<file path="config.mk">
export PLATFORM = sky130hd
export DESIGN_NAME = hsw_link_ctrl
export DESIGN_NICKNAME = d
export VERILOG_FILES = /design/src/rtl/hsw_pkg.sv /design/src/rtl/hsw_sync.sv /design/src/rtl/hsw_qual_det.sv /design/src/rtl/hsw_link_fsm.sv /design/src/rtl/hsw_link_ctrl.sv
export SDC_FILE = /design/constraint.sdc
export NUM_CORES = 1
export LEC_CHECK = 0
export ABC_AREA = 1
export BUFFER_PORTS_ARGS = -buffer_cell sky130_fd_sc_hd__buf_4
export CAP_MARGIN = 20
export CELL_PAD_IN_SITES_DETAIL_PLACEMENT = 1
export CELL_PAD_IN_SITES_GLOBAL_PLACEMENT = 1
export CORE_ASPECT_RATIO = 0.9
export CORE_MARGIN = 3
export CORE_UTILIZATION = 48
export DETAILED_ROUTE_END_ITERATION = 8
export HOLD_SLACK_MARGIN = 0.03
export PLACE_DENSITY_LB_ADDON = 0.2
export REMOVE_ABC_BUFFERS = 1
export SLEW_MARGIN = 25
export SYNTH_ARGS = -nofsm -noshare
export SYNTH_HDL_FRONTEND = slang
export SYNTH_SLANG_ARGS = --single-unit
</file>
<file path="constraint.sdc">
create_clock -name clk -period 2.3 [get_ports clk]
set_input_delay 0.23 -clock clk [delete_from_list [all_inputs] [get_ports clk]]
set_output_delay 0.23 -clock clk [all_outputs]
set_load 0.05 [all_outputs]
</file>
<file path="src/rtl/hsw_pkg.sv">
package hsw_pkg;

    typedef enum logic [2:0] {
        ST_OFF    = 3'd0,
        ST_HOLD   = 3'd1,
        ST_FAULT  = 3'd2,
        ST_QUAL   = 3'd3,
        ST_FORCED = 3'd4,
        ST_LINK   = 3'd5
    } link_st_t;

    localparam int SYN_W   = 7;
    localparam int IX_ISDA = 0;
    localparam int IX_ISCL = 1;
    localparam int IX_OSDA = 2;
    localparam int IX_OSCL = 3;
    localparam int IX_PG   = 4;
    localparam int IX_EN   = 5;
    localparam int IX_FLT  = 6;

endpackage

</file>
<file path="src/rtl/hsw_sync.sv">
module hsw_sync #(
    parameter int         W       = 1,
    parameter int         STAGES  = 2,
    parameter logic [W-1:0] RST_VAL = '0
) (
    input  logic         clk,
    input  logic         rst_n,
    input  logic [W-1:0] d,
    output logic [W-1:0] q
);
    logic [W-1:0] pipe [STAGES];

    always_ff @(posedge clk or negedge rst_n) begin
        if (!rst_n) begin
            for (int i = 0; i < STAGES; i++) pipe[i] <= RST_VAL;
        end else begin
            pipe[0] <= d;
            for (int i = 1; i < STAGES; i++) pipe[i] <= pipe[i-1];
        end
    end

    assign q = pipe[STAGES-1];
endmodule

</file>
<file path="src/rtl/hsw_qual_det.sv">
module hsw_qual_det #(
    parameter int IDLE_CYC = 23750
) (
    input  logic clk,
    input  logic rst_n,
    input  logic arm,
    input  logic sda_s,
    input  logic scl_s,
    output logic stop_hit,
    output logic idle_hit
);
    localparam int CW = $clog2(IDLE_CYC + 1);
    localparam logic [CW-1:0] IDLE_MAX = CW'(IDLE_CYC);

    logic          sda_q;
    logic          scl_q;
    logic [CW-1:0] quiet_cnt;
    logic          any_edge;

    always_ff @(posedge clk or negedge rst_n) begin
        if (!rst_n) begin
            sda_q <= 1'b1;
            scl_q <= 1'b1;
        end else begin
            sda_q <= sda_s;
            scl_q <= scl_s;
        end
    end

    assign any_edge = (sda_s != sda_q) || (scl_s != scl_q);

    always_ff @(posedge clk or negedge rst_n) begin
        if (!rst_n) begin
            quiet_cnt <= '0;
        end else if (!arm || any_edge) begin
            quiet_cnt <= '0;
        end else if (quiet_cnt != IDLE_MAX) begin
            quiet_cnt <= quiet_cnt + 1'b1;
        end
    end

    assign stop_hit = arm && sda_s && !sda_q && scl_s && scl_q;
    assign idle_hit = arm && (quiet_cnt == IDLE_MAX);
endmodule

</file>
<file path="src/rtl/hsw_link_fsm.sv">
module hsw_link_fsm
    import hsw_pkg::*;
(
    input  logic clk,
    input  logic rst_n,
    input  logic pg,
    input  logic en,
    input  logic flt,
    input  logic osda,
    input  logic oscl,
    input  logic stop_hit,
    input  logic idle_hit,
    output logic qual_arm,
    output logic link_on,
    output logic link_ready,
    output logic tmr_clr
);
    link_st_t cur;
    link_st_t nxt;
    logic     en_q;
    logic     flt_mem;
    logic     en_rise;

    assign en_rise = en && !en_q;

    always_ff @(posedge clk or negedge rst_n) begin
        if (!rst_n) begin
            cur     <= ST_OFF;
            en_q    <= 1'b0;
            flt_mem <= 1'b0;
        end else begin
            cur  <= nxt;
            en_q <= en;
            if (!pg)
                flt_mem <= 1'b0;
            else if (flt)
                flt_mem <= 1'b1;
            else if (nxt == ST_FORCED || nxt == ST_LINK)
                flt_mem <= 1'b0;
        end
    end

    always_comb begin
        nxt = cur;
        if (!pg) begin
            nxt = ST_OFF;
        end else if (!en) begin
            nxt = ST_HOLD;
        end else if (flt) begin
            nxt = ST_FAULT;
        end else if (en_rise && flt_mem) begin
            nxt = ST_FORCED;
        end else begin
            unique case (cur)
                ST_OFF, ST_HOLD, ST_FAULT: nxt = ST_QUAL;
                ST_QUAL: begin
                    if ((stop_hit || idle_hit) && osda && oscl) nxt = ST_LINK;
                end
                ST_FORCED: nxt = ST_LINK;
                ST_LINK:   nxt = ST_LINK;
                default:   nxt = ST_OFF;
            endcase
        end
    end

    always_comb begin
        qual_arm   = (cur == ST_QUAL);
        link_on    = (cur == ST_LINK) || (cur == ST_FORCED);
        link_ready = link_on;
        tmr_clr    = (cur == ST_FORCED);
    end
endmodule

</file>
<file path="src/rtl/hsw_link_ctrl.sv">
module hsw_link_ctrl
    import hsw_pkg::*;
#(
    parameter int IDLE_CYC = 23750,
    parameter int SYNC_STAGES = 2
) (
    input  logic clk,
    input  logic rst_n,
    input  logic pwr_good,
    input  logic en_in,
    input  logic fault_in,
    input  logic in_sda,
    input  logic in_scl,
    input  logic out_sda,
    input  logic out_scl,
    output logic link_on,
    output logic link_ready,
    output logic tmr_clr
);
    localparam logic [SYN_W-1:0] SYN_RST = 7'b000_1111;

    logic [SYN_W-1:0] raw_v;
    logic [SYN_W-1:0] syn_v;
    logic isda_s, iscl_s, osda_s, oscl_s, pg_s, en_s, flt_s;
    logic qual_arm, stop_hit, idle_hit;

    assign raw_v[IX_ISDA] = in_sda;
    assign raw_v[IX_ISCL] = in_scl;
    assign raw_v[IX_OSDA] = out_sda;
    assign raw_v[IX_OSCL] = out_scl;
    assign raw_v[IX_PG]   = pwr_good;
    assign raw_v[IX_EN]   = en_in;
    assign raw_v[IX_FLT]  = fault_in;

    hsw_sync #(.W(SYN_W), .STAGES(SYNC_STAGES), .RST_VAL(SYN_RST)) u_sync (
        .clk(clk), .rst_n(rst_n), .d(raw_v), .q(syn_v)
    );

    assign isda_s = syn_v[IX_ISDA];
    assign iscl_s = syn_v[IX_ISCL];
    assign osda_s = syn_v[IX_OSDA];
    assign oscl_s = syn_v[IX_OSCL];
    assign pg_s   = syn_v[IX_PG];
    assign en_s   = syn_v[IX_EN];
    assign flt_s  = syn_v[IX_FLT];

    hsw_qual_det #(.IDLE_CYC(IDLE_CYC)) u_det (
        .clk(clk), .rst_n(rst_n), .arm(qual_arm),
        .sda_s(isda_s), .scl_s(iscl_s),
        .stop_hit(stop_hit), .idle_hit(idle_hit)
    );

    hsw_link_fsm u_fsm (
        .clk(clk), .rst_n(rst_n),
        .pg(pg_s), .en(en_s), .flt(flt_s),
        .osda(osda_s), .oscl(oscl_s),
        .stop_hit(stop_hit), .idle_hit(idle_hit),
        .qual_arm(qual_arm), .link_on(link_on),
        .link_ready(link_ready), .tmr_clr(tmr_clr)
    );
endmodule

</file>
; After elaboration in Yosys (flattened, before gate mapping)
; Index checks and enable logic that the tools add are counted.
[totals]
word_cells = 53
ramBits = 0
input_bits = 9
latch_bits = 0
romBits = 0
register_bits = 36
mem_count = 0
[classes]
order_cmp = 0
muxes = 11
addsub = 1
n_mul = 0
bitwise = 0
shifts = 0
n_eq_ne = 12
div = 0
reduce_logical = 21
[ops]
columns = op, n
row1 = 2-to-1 mux 15 bit, 2
row2 = adder 15 x 1 -> 15 bit (second input constant), 1
row3 = equality test 15 bit (second input constant), 1
row4 = 2-to-1 mux 3 bit, 5
row5 = inequality test 15 bit (second input constant), 1
row6 = equality test 3 bit (second input constant), 4
row7 = logical AND 1 bit, 9
row8 = one-hot mux 3 bit (3 select lines), 1
row9 = equality test 3 x 2 -> 1 bit (second input constant), 2
row10 = logical OR 1 bit, 5
row11 = equality test 3 x 1 -> 1 bit (second input constant), 1
row12 = logical NOT 1 bit, 3
row13 = logical NOT 3 bit, 1
row14 = 2-to-1 mux 1 bit, 3
row15 = inequality test 3 x 1 -> 1 bit (second input constant), 1
row16 = OR reduction 3 bit, 1
row17 = inequality test 1 bit, 2
row18 = nonzero test 2 bit, 1
row19 = OR reduction 2 bit, 1

; Depth between registers and ports, before layout
; Gate-level depths: netlist (run 1).
[logic_depth]
word_depth = 19
mapped_depth = 13

; Hierarchy
; From an unflattened synthesis (run 1), not the netlist that was laid out.
[unflattened]
hier_cells = 223
hier_area_um2 = 1783.0
[modules_own_cells]
columns = mod, instances, area_per_inst_um2, cells_each
row1 = hsw_qual_det, 1, 1113.6, 168
row2 = hsw_sync, 1, 412.9, 21
row3 = hsw_link_fsm, 1, 256.5, 34

; Worst setup path after synthesis (run 1)
; Ideal clock, no wire load.
[synth_path]
path_kind = reg-to-output
from = reg u_fsm.cur[1]
to = out tmr_clr
path_slack_ns = 0.559
arrival_ns = 1.511
path_stages_with_launch = 2
cell_sequence = dfrtp_1 > nor3_1
[synth_via]
elab_chain_len = 1
[synth_lines]
columns = item, line_no
row1 = from (decl), hsw_link_fsm.sv:18  ; link_st_t cur;
row2 = from (signal assigned), hsw_link_fsm.sv:32  ; cur <= nxt;
row3 = equality test 3 bit, hsw_link_fsm.sv:70  ; tmr_clr = (cur == ST_FORCED);
row4 = to (decl), hsw_link_ctrl.sv:18  ; output logic tmr_clr
; Every way passes these cells.

; Worst setup path after layout (run 1)
[layout_path]
from = reg u_det.quiet_cnt[0]
to = reg u_det.quiet_cnt[1]
[layout_via]
elab_chain_len = 3
word_cells_on_any_way = 5
classes_between = add/sub (1) / eq/ne (1) / mux (2) / reduce/logical (1)
[layout_lines]
columns = item, line_no
row1 = from (decl), hsw_qual_det.sv:17  ; logic [CW-1:0] quiet_cnt;
row2 = from (signal assigned), hsw_qual_det.sv:38  ; quiet_cnt <= quiet_cnt + 1'b1;
row3 = adder 15 x 1 -> 15 bit, hsw_qual_det.sv:38
row4 = 2-to-1 mux 15 bit, hsw_qual_det.sv:37  ; end else if (quiet_cnt != IDLE_MAX) begin
row5 = 2-to-1 mux 15 bit, hsw_qual_det.sv:35  ; end else if (!arm || any_edge) begin
; Several ways; a longest one is shown, not always the timed one. The select of a mux whose other input is x is not followed.
; A chain may end at the register's enable or synchronous reset.

==> results.toml, run 1 <==
[setup_path]
critPathTopFamily = "simple AND/OR/NAND/NOR gates"
cp_data_required_time_ns = 2.50
crit-reg2reg-launch = "u_det.quiet_cnt[0]$_DFFE_PN0P_"
path_class = "register to register"
end_kind = "register"
cp_max_fo = 4
r2r_slack_ns = 0.70
reg2reg_depth = 8
path_buf_inv = 2
timing.critical_path.from = "u_det.quiet_cnt[0]$_DFFE_PN0P_"
max_stage_delay_ns = 0.44
crit_chain = "inv_1 -> ha_1 -> nand2_1 -> inv_1 -> nand2_1 -> nor3_1 -> nand3_1 -> o31ai_2"
crit_slowest_cell = "dfrtp_1"
start_kind = "register"
r2r-end = "u_det.quiet_cnt[1]$_DFFE_PN0P_"
crit_arrival_ns = 1.80

[finish]
drive_above_1_share_pct = 24.08
final_common_cell = "dfrtp_1"
instances_no_fill = 233
layout.nets = 201
area_delta_synth_final_pct = 17.82
layout_common_cells = "26 x dfrtp_1, 24 x inv_1, 22 x nand2_1"
num_antenna_cells = 0

[clocking]
root_buffer = "clkbuf_8"
postCtsResizedCells = 0
clk_path_buf_depth = 2
cts_tree = "built"
clkTransAtPathRegs_ns = 0.08
clkSinkCount = 36
cts_max_level = 2
cts_made_buffers = 5
cts_hold_buf = 4
post-cts-setup-buffers = 0
insertion_delay_ns = 0.30

[logic_synthesis]
synthMuxAreaShare_pct = 0
synth_edf_count = 0
synth_xor_area_share_pct = 2.760
synth.distinct_cells = 23
ys.flop_type = "dfrtp_1"
syn_inst = 167
synth-seq-cells = 36
synth.avg_cell_area_um2 = 9.500
synthSimpleGateAreaFrac_pct = 24.45
synth_seq_area_share_pct = 57.57
synth_top_area_share_pct = 41.01
syn_area_um2 = 1587
synth-compound-area-share_pct = 6.940
synth_top_family_by_area = "simple AND/OR/NAND/NOR gates"
ys_warn_count = 0
synth_top_area_cell = "dfrtp_1"
synth_area_leaders = "dfrtp_1 41%, dfstp_2 17%, inv_1 5.7%"
synthArstFlopShare_pct = 100.0
yosys.area_share.adder_pct = 1.577

[detailed_routing]
wl_per_cell_um = 16.09
num_vias = 1219
drc_errors = 0
first_pass_iters = 4
wl_um = 3748
initialDrtViolationCount = 49
postRouteAntennaNets = 0
vias_per_cell = 5.232

[worst_hold_path]
min_to = "u_sync.pipe[11]$_DFF_PN0_"
worstHoldStart = "pwr_good"
min_path_type = "input port to register"
hold_depth = 1

[global_route]
track_usage_pct = 22.46
overflow = 0
grt_pass1_vias = 1307
grt_pass1_wl_um = 6292
grt_max_degree = 37
grt_antenna_before_repair = 0

[placed_design]
dp_hpwl_um = 2624
dp_cells = 218
dp_slack_ns = 0.7161
routabilityCongestion = 0.7715
io_buffers = 11

[die]
start_util_pct = 50.94
rows = 19
die_height_um = 60.54
coreArea_um2 = 3114
die_area_um2 = 4032
io_pins = 12
die_x_um = 66.60

[power]
pwr-share-seq_pct = 55.9
leakage_nw = 0.8322
p_sw_mw = 0.3003
clockPowerShare_pct = 39.5
comb_power_share_pct = 4.6
intPower_mw = 0.8990
switching_share_pct = 25.04
vdd_drop_max_mv = 0.5792
total_power_mw = 1.199
p_per_area_nw_per_um2 = 641.6

[sta]
rsz0062_at_grt = "false"
setup-violations-final = 0
relSlewSlack_pct = 68.74
fin_crit_ns = 1.600
maxSlewViolCount = 0
hold_viol_final = 0
max_freq_mhz = 624.9
tns_ns = 0
worst_slack_ns = 0.6997
period_share_pct = 69.58
worst_pin_slew_ns = 0.4653
fin_skew_ns = 0.003722

[job]
max_cap_viol_count = 0

[run_status]
status = "finished, final reports clean"
-- per-layer routing --
metal / up-vias / wire [um] / global-route usage [%]
met5: - / 0 / 0
met4: 0 / 133 / 14.49
met3: 10 / 174 / 5.556
met2: 29 / 1858 / 36.58
met1: 604 / 1582 / 26.85
li1: 576 / - / -
-- power by group through the flow --
stage / Sequential, mW / Clock [mW] / Combinational, mW
floorplan: 0.679 / 0 / 0.0191
global placement: 0.680 / 0 / 0.0444
detailed placement: 0.682 / 0 / 0.0469
CTS: 0.670 / 0.478 / 0.0526
global route: 0.674 / 0.513 / 0.0621
finish: 0.670 / 0.474 / 0.0554
-- how the worst max path moves through the flow --
stage,endpoint,depth (start not counted)
2_1_floorplan,link_on,2
3_3_place_gp,u_fsm.flt_mem$_DFFE_PN0P_,13
3_5_place_dp,u_det.quiet_cnt[14]$_DFFE_PN0P_,6
4_1_cts,u_det.quiet_cnt[1]$_DFFE_PN0P_,8
5_1_grt,u_det.quiet_cnt[10]$_DFFE_PN0P_,6
6_report,u_det.quiet_cnt[1]$_DFFE_PN0P_,8
-- worst reg2reg max path: stages (launching register included) --
cell and delay, ns:
dfrtp_1 0.44, inv_1 0.11, ha_1 0.15, nand2_1 0.05
inv_1 0.05, nand2_1 0.07, nor3_1 0.34, nand3_1 0.18
o31ai_2 0.11
-- synthesized netlist by cell type (all sizes together), types with 3 or more instances --
master,instances
dfrtp,26
nand2,26
nor2,26
inv,25
a21oi,11
nand3,11
nor3,11
dfstp,10
o21ai,6
xor2,5
nand4,3
-- stage by stage --
| stage | utilization, % | hold WS (ns) | area, um2 |
|---|---|---|---|
| finish | 60.02 | 0.03924 | 1869 |
| CTS | 59.06 | 0.03057 | 1839 |
| floorplan | - | -0.06559 | 1574 |
| global route | 60.02 | 0.03505 | 1869 |
| global placement | 54.88 | 0.1965 | 1709 |
| detailed placement | 54.88 | 0.2113 | 1709 |
-- flip-flops by register name (all words and copies together) (netlist names) --
signal and flops:
u_det.quiet_cnt 15, u_sync.pipe 7, u_det.scl_q 1, u_fsm.flt_mem 1
u_sync.q 7, u_fsm.en_q 1, u_det.sda_q 1, u_fsm.cur 3
-- cells by family (layout without fill, tap and decap cells) --
kind of cell	count (synthesis)	in the layout
and+or+nand+nor	77	77
buffers and inverters	27	51
adders and majority gates	2	2
xor gates and xnor gates	5	5
DFF	36	36
AOI/OAI and AO/OA	20	20
-- final cells by class --
class,count,area [um2]
Timing Repair Buffer,18,152.6
Clock inverter,3,21.27
Fill cell,360,1245
Inverter,25,93.84
Multi-Input combinational cell,104,566.8
Clock buffer,5,68.82
Sequential cell,36,913.4
Tap cell,42,52.55
Power figures use the tool's default switching activity.
==> inputs of run 2 (changes only) <==
CORE_UTILIZATION = 41   (was 48)
clock period = 1.4 ns   (was 2.3 ns; I/O delays follow)
==> run 2 against run 1 <==
Effect of this change:
- worst hold slack improved by 0.28 ns
- maximum frequency rose by 2.2%
- worst setup slack got worse by 0.87 ns
- the run now ends with negative setup slack left
- register-to-register slack got worse by 0.87 ns
- clock skew rose by 0.0050 ns
- first-iteration DRC count fell by 2.0%
- wire length rose by 30%
- critical path depth rose by 1
- power rose by 66%
- sequential power rose by 64%
- sequential cell count did not move
- clock power rose by 63%
==> results.toml, run 2 (same netlist as run 1, synthesis figures left out) <==
[global_route]
grt_util_met3_pct = 6.822
top_usage_layer = "met2"
grt_use_met2_pct = 39.45
grt_pass1_wl_um = 7417
use_met1_pct = 23.62
grt_antenna_before_repair = 0
grt_pass1_vias = 1553
track_usage_pct = 21.84
grt_max_degree = 37
overflow = 0

[sta]
fin_skew_ns = 0.008672
worst_pin_slew_ns = 0.4615
rsz0062_at_grt = "true"
setup-violations-final = 16
hold_viol_final = 0
fin_crit_ns = 1.566
max_freq_mhz = 638.5
period_share_pct = 111.9
worst_slack_ns = -0.1662
maxSlewViolCount = 0
relSlewSlack_pct = 69.00
tns_ns = -1.362

[detailed_routing]
first_pass_iters = 4
wl_per_cell_um = 18.22
drc_errors = 0
wl_um = 4884
num_vias = 1372
initialDrtViolationCount = 48
vias_per_cell = 5.119
postRouteAntennaNets = 0

[clocking]
clk_path_buf_depth = 2
root_buffer = "clkbuf_8"
insertion_delay_ns = 0.30
clkSinkCount = 36
cts_made_buffers = 5
clkTransAtPathRegs_ns = 0.08
cts_tree = "built"
cts_max_level = 2

[setup_path]
cp_data_required_time_ns = 1.59
end_kind = "register"
crit_arrival_ns = 1.76
path_class = "register to register"
cp_max_fo = 4
start_kind = "register"

[power]
p_per_area_nw_per_um2 = 845.2
leakage_nw = 1.053
vdd_drop_max_mv = 0.7209

[finish]
final_util_pct = 66.37
largest_reg_flops = 15
drive_above_1_share_pct = 48.21
layout_common_cells = "35 x buf_4, 23 x inv_1, 22 x dfrtp_1"
final_common_cell = "buf_4"
layout.nets = 234
area_delta_synth_final_pct = 48.66
num_antenna_cells = 0
top_register = "u_det.quiet_cnt"

[placed_design]
dp_hpwl_um = 2854
routabilityCongestion = 0.8211
io_buffers = 11

[worst_hold_path]
min_path_type = "input port to async pin"

[run_status]
violations = "negative setup slack"
status = "complete, but fails checks"

[die]
die_x_um = 71.57
coreArea_um2 = 3553
start_util_pct = 44.65
io_pins = 12
die_height_um = 65.02
rows = 20
die_area_um2 = 4653

[job]
max_cap_viol_count = 0
[run 2: cell types whose count changed in the layout (fill, tap and decap cells not counted), moves of 3 or more]
| cell | previous run | this run |
|---|---|---|
| a21oi_1 | 11 | 7 |
| a21oi_2 | 0 | 4 |
| buf_4 | 11 | 35 |
| buf_6 | 0 | 8 |
| dfrtp_1 | 26 | 22 |
| dfrtp_2 | 0 | 4 |
| nand2_1 | 22 | 17 |
| nand2_2 | 4 | 8 |
| nor2_1 | 21 | 18 |
| nor2_2 | 4 | 1 |
| nor2_4 | 1 | 7 |
| nor3_1 | 8 | 4 |
| o21ai_0 | 6 | 0 |
| o21ai_2 | 0 | 3 |
[run 2: final timing paths]
check | start | endpoint | slack [ns] | depth (start not counted)
max reg2reg | u_det.quiet_cnt[0]$_DFFE_PN0P_ | u_det.quiet_cnt[1]$_DFFE_PN0P_ | -0.17 | 9
min | rst_n | u_fsm.en_q$_DFF_PN0_ | 0.32 | 2
min reg2reg | u_sync.pipe[13]$_DFF_PN0_ | u_sync.q[6]$_DFF_PN0_ | 0.35 | 0
max in group asynchronous | rst_n | u_sync.q[0]$_DFF_PN1_ | 0.70 | 2
max | u_det.quiet_cnt[0]$_DFFE_PN0P_ | u_det.quiet_cnt[1]$_DFFE_PN0P_ | -0.17 | 9
min in group clk | u_sync.pipe[13]$_DFF_PN0_ | u_sync.q[6]$_DFF_PN0_ | 0.35 | 0
[run 2: layout make-up]
class                   instances  area [um2]
fillers                       392        1195
flip-flops and latches         36       918.4
multi-input cells             104       764.5
repair buffers                 51       432.9
inverters                      25       93.84
clock buffers                   7       86.33
well taps                      44       55.05
clock inverters                 1       7.507
[run 2: where the power goes]
| group | internal (mW) | leakage (nW) | switching [mW] |
|---|---|---|---|
| Sequential | 1.08 | 0.441 | 0.0190 |
| Clock | 0.400 | 0.0445 | 0.372 |
| Combinational | 0.0546 | 0.568 | 0.0652 |
| Total | 1.54 | 1.05 | 0.456 |
[run 2: critical path, cell delays in order, from the launching register on]
cell and delay (ns):
dfrtp_2 0.44, inv_2 0.09, ha_4 0.13, nand2_1 0.05, inv_1 0.06, nand2_2 0.07
buf_4 0.15, nor3_4 0.24, nand3_1 0.14, o31ai_2 0.08
[run 2: routing by layer]
layer | wire (um) | up-vias
met3 | 157 | 8
met1 | 1976 | 695
li1 | - | 647
met4 | 108 | 0
met5 | 0 | -
met2 | 2642 | 22
[run 2: through the flow]
stage	setup WS, ns	cell area [um2]	power [mW]	hold slack [ns]	std cells
floorplan	-0.4266	1574	1.146	-0.1556	165
global placement	-0.1006	1817	1.195	0.1088	234
detailed placement	-0.1407	1817	1.205	0.1252	234
CTS	-0.1276	2123	2.000	0.3446	259
global route	-0.2483	2359	2.089	0.3529	268
finish	-0.1662	2359	1.993	0.3241	268
[run 2: what timing repair did]
action | in CTS | in global routing
gates resized for setup | 17 | 44
pin swaps | 3 | 12
buffers inserted | 9 | 10
endpoints found under the hold margin | 33 | 0
hold buffers | 8 | 0
endpoints found under the setup margin | 12 | 21
==> inputs of run 3 (changes only) <==
CORE_ASPECT_RATIO = 0.8   (was 0.9)
==> run 3 against run 2 <==
Effect of this change:
- the run still ends with negative setup slack left
- global-route usage is 0.34 points higher
- critical path depth is 2 higher
- first-iteration DRC count is 52% higher
- die area hardly changed
- worst hold slack better by 0.0086 ns
- combinational power hardly changed
- worst setup slack worse by 0.065 ns
- power is 2.3% lower
- maximum frequency is 4.0% lower
- sequential power hardly changed
- via count is 1.4% lower
- sequential share of layout area is 0.44 points higher
- largest cell class unchanged
==> results.toml, run 3 (same netlist as run 1, synthesis figures left out) <==
[global_route]
grt_pass1_vias = 1429
grt_max_degree = 37
grt_pass1_wl_um = 7210
grt_antenna_before_repair = 0
track_usage_pct = 22.18
overflow = 0

[detailed_routing]
postRouteAntennaNets = 0
drc_errors = 0
first_pass_iters = 4
initialDrtViolationCount = 73
wl_um = 4669
wl_met2_um = 2446
vias_per_cell = 5.086
wl_met1_um = 1974
wl_per_cell_um = 17.55
dr.max_layer_used = "met4"
num_vias = 1353
met3_length_um = 124

[placed_design]
dp_cells = 236
io_buffers = 11
dp_slack_ns = -0.1643
routabilityCongestion = 0.8266
dp_hpwl_um = 2805

[finish]
final_common_cell = "buf_4"
largest_reg_flops = 15
nFillCells = 396
top_register = "u_det.quiet_cnt"
instances_no_fill = 266
area_delta_synth_final_pct = 46.61
final_util_pct = 65.23
layout.nets = 234
num_antenna_cells = 0
drive_above_1_share_pct = 47.32
layout_common_cells = "32 x buf_4, 24 x dfrtp_1, 21 x inv_1"

[setup_path]
end_kind = "register"
timing.critical_path.from = "u_det.quiet_cnt[1]$_DFFE_PN0P_"
r2r-end = "u_det.quiet_cnt[3]$_DFFE_PN0P_"
cp_max_fo = 3
crit-reg2reg-launch = "u_det.quiet_cnt[1]$_DFFE_PN0P_"
crit_arrival_ns = 1.81
reg2reg_depth = 11
cp_data_required_time_ns = 1.58
path_class = "register to register"
r2r_slack_ns = -0.23
start_kind = "register"
critPathCapture = "u_det.quiet_cnt[3]$_DFFE_PN0P_"

[sta]
max_freq_mhz = 612.9
setup-violations-final = 14
maxSlewViolCount = 0
hold_viol_final = 0
rsz0062_at_grt = "true"
worst_slack_ns = -0.2315
tns_ns = -1.548
fin_crit_ns = 1.631
period_share_pct = 116.5
fin_skew_ns = 0.006115
worst_pin_slew_ns = 0.4506
relSlewSlack_pct = 69.96

[die]
die_area_um2 = 4657
start_util_pct = 44.49
coreArea_um2 = 3566
die_x_um = 75.55
io_pins = 12
rows = 19
die_height_um = 61.64

[clocking]
clkSinkCount = 36
clkTransAtPathRegs_ns = 0.08
clk_path_buf_depth = 2
cts_tree = "built"
cts_max_level = 2
root_buffer = "clkbuf_8"
insertion_delay_ns = 0.29
cts_made_buffers = 5

[power]
p_per_area_nw_per_um2 = 837.4
leakage_nw = 1.037
vdd_drop_max_mv = 1.014

[job]
max_cap_viol_count = 0

[run_status]
violations = "negative setup slack"
status = "complete, but fails checks"

[worst_hold_path]
min_path_type = "input port to async pin"
==> run 3: cell types whose count changed in the layout (fill, tap and decap cells not counted), sizes merged <==
| cell | delta |
|---|---|
| clkbuf | -2 |
| clkinvlp | -1 |
| clkinv | +3 |
==> run 3: layout make-up <==
type                       instances  area [um2]  area share [%]
clock buffer                       5       68.82           2.959
clock inverter                     3       18.77          0.8069
tap                               42       52.55           2.259
inverter                          25       93.84           4.034
multi-input combinational        104       732.0           31.47
timing repair buffer              51       444.2           19.10
sequential                        36       915.9           39.38
==> run 3: routing by layer <==
layer / global-route usage (%) / up-vias
li1: - / 639
met1: 26.01 / 679
met2: 38.62 / 24
met3: 5.546 / 11
met4: 9.975 / 0
met5: 0 / -
==> run 3: how the worst min path moves through the flow <==
stage	end	cells past startpoint
after floorplan	u_det.quiet_cnt[0]$_DFFE_PN0P_	0
final	u_fsm.cur[0]$_DFF_PN0_	2
after global routing	u_sync.q[0]$_DFF_PN1_	0
after CTS	u_det.quiet_cnt[10]$_DFFE_PN0P_	2
after detailed placement	u_fsm.cur[0]$_DFF_PN0_	1
after global placement	u_fsm.cur[0]$_DFF_PN0_	1
==> run 3: metrics by stage <==
step	total power, mW	area, um2	hold WS (ns)
floorplan	1.146	1574	-0.1556
global placement	1.197	1844	0.1115
detailed placement	1.207	1844	0.1164
CTS	1.954	2155	0.3475
global route	2.051	2326	0.3598
finish	1.948	2326	0.3328
==> run 3: power breakdown <==
| part | switching, mW | internal (mW) | total [mW] | leakage, nW |
|---|---|---|---|---|
| Combinational | 0.0647 | 0.0534 | 0.118 | 0.544 |
| Sequential | 0.0203 | 1.08 | 1.10 | 0.445 |
| Clock | 0.380 | 0.346 | 0.727 | 0.0479 |
==> run 3: critical path: stages, from the launching register on <==
cell and delay (ns):
dfrtp_1 0.41, buf_6 0.13, ha_4 0.13, nand2_2 0.05, inv_2 0.08, nand2_4 0.07
nor2_4 0.11, nand2_2 0.08, buf_4 0.14, buf_4 0.14, a21oi_4 0.13, nor3_2 0.05
==> run 3: timing repair <==
| action | CTS | global route |
|---|---|---|
| pin swaps | 8 | 18 |
| buffers inserted | 7 | 8 |
| endpoints found under the setup margin | 14 | 21 |
| hold buffers | 8 | 0 |
| resized for setup | 23 | 34 |
| hold endpoints to repair | 33 | 0 |
